===== config.mk =====
export PLATFORM = sky130hd
export DESIGN_NAME = i2c_eeprom_target
export DESIGN_NICKNAME = d
export VERILOG_FILES = /design/src/rtl/i2c_eeprom_target.sv
export SDC_FILE = /design/constraint.sdc
export NUM_CORES = 2
export LEC_CHECK = 0
export ABC_AREA = 1
export BUFFER_PORTS_ARGS = -buffer_cell sky130_fd_sc_hd__clkbuf_2
export CORE_UTILIZATION = 35
export DETAILED_ROUTE_END_ITERATION = 6
export GPL_TIMING_DRIVEN = 1
export PLACE_DENSITY = 0.58
export SLEW_MARGIN = 30
export SYNTH_ARGS = -nofsm -noshare
export SYNTH_HDL_FRONTEND = slang
export SYNTH_SLANG_ARGS = --single-unit

===== constraint.sdc =====
create_clock -name clk -period 2.4 [get_ports clk]
set_input_delay 0.24 -clock clk [delete_from_list [all_inputs] [get_ports clk]]
set_output_delay 0.24 -clock clk [all_outputs]
set_load 0.02 [all_outputs]

===== src/rtl/i2c_eeprom_target.sv =====
module i2c_eeprom_target #(
  parameter int          ADDR_W      = 8,
  parameter int          PAGE_W      = 4,
  parameter int          BUSY_CYCLES = 1500,
  parameter logic [4:0]  DEV_ID      = 5'b10100
) (
  input  logic       clk,
  input  logic       rst_n,
  input  logic       scl_i,
  input  logic       sda_i,
  input  logic [1:0] strap,
  output logic       sda_oe
);
  localparam int DEPTH  = 1 << ADDR_W;
  localparam int PAGE_N = 1 << PAGE_W;
  localparam int HI_W   = ADDR_W - PAGE_W;
  localparam int BW     = $clog2(BUSY_CYCLES + 1);

  localparam logic [2:0] S_IDLE = 3'd0, S_RX = 3'd1, S_ACK = 3'd2, S_TX = 3'd3, S_RACK = 3'd4;
  localparam logic [1:0] K_DEV = 2'd0, K_MEM = 2'd1, K_DATA = 2'd2;

  logic [2:0]        scl_p, sda_p;
  logic [2:0]        state;
  logic [1:0]        kind;
  logic              rw, rnack;
  logic [3:0]        bitcnt;
  logic [7:0]        sr;
  logic [ADDR_W-1:0] ptr;
  logic [HI_W-1:0]   wpage;
  logic [7:0]        mem  [DEPTH];
  logic [7:0]        pbuf [PAGE_N];
  logic [PAGE_N-1:0] pvalid;
  logic [BW-1:0]     busy;

  wire start_c = scl_p[1] & scl_p[2] & sda_p[2] & ~sda_p[1];
  wire stop_c  = scl_p[1] & scl_p[2] & ~sda_p[2] & sda_p[1];
  wire rise    = scl_p[1] & ~scl_p[2];
  wire fall    = ~scl_p[1] & scl_p[2];
  wire dev_hit = (sr[7:1] == {DEV_ID, strap}) && (busy == '0);
  wire [PAGE_W-1:0] lo = ptr[PAGE_W-1:0];

  assign sda_oe = (state == S_ACK) || (state == S_TX && !sr[7]);

  always_ff @(posedge clk or negedge rst_n) begin
    if (!rst_n) begin
      scl_p  <= '1;
      sda_p  <= '1;
      state  <= S_IDLE;
      kind   <= K_DEV;
      rw     <= 1'b0;
      rnack  <= 1'b1;
      bitcnt <= '0;
      sr     <= 8'hFF;
      ptr    <= '0;
      wpage  <= '0;
      pvalid <= '0;
      busy   <= '0;
      for (int i = 0; i < DEPTH; i++) mem[i] <= 8'hFF;
      for (int i = 0; i < PAGE_N; i++) pbuf[i] <= 8'h00;
    end else begin
      scl_p <= {scl_p[1:0], scl_i};
      sda_p <= {sda_p[1:0], sda_i};
      if (busy != '0) busy <= busy - 1'b1;

      if (stop_c) begin
        state <= S_IDLE;
        if (|pvalid) begin
          for (int i = 0; i < PAGE_N; i++)
            if (pvalid[i]) mem[{wpage, PAGE_W'(i)}] <= pbuf[i];
          pvalid <= '0;
          busy   <= BW'(BUSY_CYCLES);
        end
      end else if (start_c) begin
        state  <= S_RX;
        kind   <= K_DEV;
        bitcnt <= '0;
      end else begin
        case (state)
          S_RX: begin
            if (rise && bitcnt < 4'd8) begin
              sr     <= {sr[6:0], sda_p[1]};
              bitcnt <= bitcnt + 1'b1;
            end else if (fall && bitcnt == 4'd8) begin
              case (kind)
                K_DEV: begin
                  rw    <= sr[0];
                  state <= dev_hit ? S_ACK : S_IDLE;
                end
                K_MEM: begin
                  ptr   <= sr;
                  wpage <= sr[ADDR_W-1:PAGE_W];
                  state <= S_ACK;
                end
                default: begin
                  pbuf[lo]   <= sr;
                  pvalid[lo] <= 1'b1;
                  ptr        <= {ptr[ADDR_W-1:PAGE_W], lo + 1'b1};
                  state      <= S_ACK;
                end
              endcase
            end
          end
          S_ACK: begin
            if (fall) begin
              bitcnt <= '0;
              if (kind == K_DEV && rw) begin
                state <= S_TX;
                sr    <= mem[ptr];
                ptr   <= ptr + 1'b1;
              end else begin
                state <= S_RX;
                kind  <= (kind == K_DEV) ? K_MEM : K_DATA;
              end
            end
          end
          S_TX: begin
            if (fall) begin
              if (bitcnt == 4'd7) state <= S_RACK;
              else begin
                sr     <= {sr[6:0], 1'b1};
                bitcnt <= bitcnt + 1'b1;
              end
            end
          end
          S_RACK: begin
            if (rise) rnack <= sda_p[1];
            else if (fall) begin
              if (!rnack) begin
                state  <= S_TX;
                bitcnt <= '0;
                sr     <= mem[ptr];
                ptr    <= ptr + 1'b1;
              end else state <= S_IDLE;
            end
          end
          default: state <= S_IDLE;
        endcase
      end
    end
  end
endmodule


==> impl_metrics.env <==
export IMPL_status="complete, but fails checks"
export IMPL_violations="negative setup slack"
export IMPL_core_um2=312000
export IMPL_insertion_delay_ns=0.98
export IMPL_path_cells="buf_6 -> buf_12 -> buf_12 -> buf_4 -> nand3_1 -> a21oi_1 -> nor2_1 -> nand2_1 -> nand3_2 -> nand3_1 -> nand3_1 -> nand2_1 -> nand2_1 -> a21oi_2"
export IMPL_grt_remaining_overflow=0
export IMPL_syn_inst=14200
export IMPL_cts_tree="built"
export IMPL_period_needed_ns=2.89
export IMPL_clock_sinks=2240
export IMPL_async_reset_ff_share_pct=100
export IMPL_synth_area_mux_share_pct=0.00912
export IMPL_dr_first_iter_drc_count=13200
export IMPL_comb_power_share_pct=37.8
export IMPL_initial_core_util_pct=35.2
export IMPL_worstSetupPathType="reg -> reg"
export IMPL_peakVddDrop_mv=0.718
export IMPL_vias=104000
export IMPL_port_buffers=6
export IMPL_p_clk_share_pct=31.7
export IMPL_path_max_fanout=35
export IMPL_synth_warnings=0
export IMPL_h_tree_depth=4
export IMPL_synth_compound_area_share_pct=15.0
export IMPL_setup_tns_ns=-31.56
export IMPL_yosysSeqAreaShare_pct=53.4
export IMPL_swShare_pct=38.7
export IMPL_synthFlopType="dfstp_2"
export IMPL_required_ns=3.31
export IMPL_slew_headroom_pct=26.1
export IMPL_hpwl_mm=368
export IMPL_seq_power_share_pct=30.5
export IMPL_final_common_cell="nand2_1"
export IMPL_synth_xor_area_share_pct=0.0479
export IMPL_grt_max_degree=154
export IMPL_cp_arrival_ns=3.80
export IMPL_fmax_mhz=346
export IMPL_num_fill_cells=31000
export IMPL_grt_pass1_wl_mm=739
export IMPL_p_switching_w=0.0491
export IMPL_drive_gt1_share_pct=28.8
export IMPL_fin_crit_sh_pct=121
export IMPL_drc=0
export IMPL_routedWlPerCell_um=27.5
export IMPL_detail_route_antenna_nets=0
export IMPL_grt_pass1_vias=96600
export IMPL_mostFrequentLayoutCells="nand2_1, o21ai_0, dfstp_2, inv_1, buf_4"
export IMPL_syn_avg_cell_area_um2=7.73
export IMPL_grt_usage_pct=32.6
export IMPL_syn_to_final_growth_pct=25.4
export IMPL_routed_via_density=5.41
export IMPL_synthSimpleGateAreaFrac_pct=22.8
export IMPL_gp_congestion=1.06
export IMPL_cap_violations=0
export IMPL_firstDrtPassIters=7
export IMPL_synth_nets=14200
export IMPL_netlist_area_um2=110000
export IMPL_hp_class="in -> async"
export IMPL_hold_slack_ns=0.0878
export IMPL_numCtsBuffers=248
export IMPL_setup_viol=664
export IMPL_synth_top_family_by_area="simple AND/OR/NAND/NOR gates"
export IMPL_maxSlewViolCount=0
export IMPL_die_w_um=562
export IMPL_p_leak_nw=57.5
export IMPL_cp_end_kind="register"
export IMPL_slowest_stage="dfrtp_4"
export IMPL_ios=7
export IMPL_p_int_w=0.0776
export IMPL_finalHoldViolations=0
export IMPL_fin_worst_skew_ns=0.102
export IMPL_worst_pin_slew_ns=1.11
export IMPL_p_per_area_nw_per_um2=920
export IMPL_clk_pin_slew_ns=0.07
export IMPL_synth_seq_cells=2240
export IMPL_rows=205
export IMPL_yosys_area_share_adder_pct=0.0912
export IMPL_cts_root_buf="clkbuf_16"
export IMPL_rsz0062_at_grt="yes"
export IMPL_worst_slack_ns=-0.492
export IMPL_start_kind="register"
export IMPL_critical_path_top_delay_family="buffers and inverters"
export IMPL_drt_wl_total_mm=528
export IMPL_die_h_um=562
export IMPL_slowest_delay_ns=0.52
export IMPL_nNetsFinal=14900
export IMPL_grt_antenna_before_repair=40
export IMPL_clock_tree_buffer_depth=4
export IMPL_synth_cell_types=35
export IMPL_synth_edf_count=0
export IMPL_fp_dieArea_um2=316000
export IMPL_path_buf_inv=4
## cell families (layout without fill, tap and decap cells)
group / count (synthesis) / after routing
mux: 1 / 1
fa+ha+maj: 8 / 8
other cells: 0 / 18
simple gates: 6377 / 6390
xor+xnor: 6 / 6
flops: 2240 / 2240
compound gates: 3175 / 3175
buf+inv: 2387 / 3236
## registers in the layout (all words and copies together) (netlist names)
signal	flops
bitcnt	4
busy	11
kind	2
mem	2048
pbuf	128
ptr	8
pvalid	16
rnack	1
rw	1
scl_p	3
sda_p	3
sr	8
state	3
wpage	4
## final timing paths
check,end,start,slack (ns),depth (start not counted)
worst max-delay path,sr[7]$_DFFE_PN1P_,ptr[1]$_DFFE_PN0P_,-0.49,14
worst min-delay path,mem[773]$_DFFE_PN1P_,rst_n,0.09,2
worst max register to register,sr[7]$_DFFE_PN1P_,ptr[1]$_DFFE_PN0P_,-0.49,14
worst min register to register,sda_p[1]$_DFF_PN1_,sda_p[0]$_DFF_PN1_,0.36,0
max in group asynchronous,ptr[4]$_DFFE_PN0P_,rst_n,1.29,3
min in group clk,state[1]$_DFFE_PN0P_,strap[1],0.23,8
## layer usage
metal  share of wire, %  up-vias  global-route usage [%]
met2                 42     5683                    47.3
li1                   -    46400                       -
met3                 11     1228                    7.76
met1                 40    50800                    44.1
met5              0.036        -                       0
met4                7.3       26                    19.5
## synth_stat cells (54+ instances only)
cell	count	area, um^2
a21oi_1	272	1360
buf_1	172	646
buf_2	288	1440
clkbuf_1	553	2080
dfrtp_1	177	4430
dfstp_2	2063	54200
inv_1	1314	4930
nand2_1	5007	18800
nand3_1	605	3030
nand4_1	54	338
nor2_1	647	2430
o211ai_1	226	1700
o21ai_0	2657	13300
## power by group through the flow
| stage | sequential, W | combinational [W] | clock, W |
|---|---|---|---|
| floorplan | 0.0389 | 0.0186 | 0 |
| global placement | 0.0391 | 0.0444 | 0 |
| detailed placement | 0.0391 | 0.0442 | 0 |
| CTS | 0.0386 | 0.0460 | 0.0405 |
| global route | 0.0386 | 0.0494 | 0.0418 |
| finish | 0.0386 | 0.0479 | 0.0402 |
## cell type report
type	instances	area, um^2	share of cell area [%]
multi-input combinational	9580	43600	31.7
clock buffer	360	7260	5.27
timing repair buffer	1451	16700	12.1
tap	4140	5180	3.76
timing repair inverter	1	11.3	0.00818
sequential	2240	58700	42.6
inverter	1331	5040	3.66
clock inverter	93	1170	0.848
antenna	18	45.0	0.0327
## per-stage QoR
step	worst slack, ns	util [%]	std cells	total power (W)	instance area [um^2]
floorplan	0.363	-	14200	0.0575	110000
global placement	-0.943	39.8	18600	0.0835	124000
detailed placement	-0.929	39.8	18600	0.0833	124000
CTS	-0.365	43.6	19100	0.125	136000
global route	-0.511	44.1	19200	0.130	138000
finish	-0.492	44.1	19200	0.127	138000
## repair_timing
item | in CTS | in global routing
setup buffers | 85 | 47
pin swaps | 56 | 35
endpoints found under the setup margin | 1336 | 1938
resized for setup | 573 | 364
hold endpoints to repair | 638 | 0
gates cloned | 32 | 26
hold buffers | 6 | 0
Note: power is estimated with default switching activity, not from simulation.
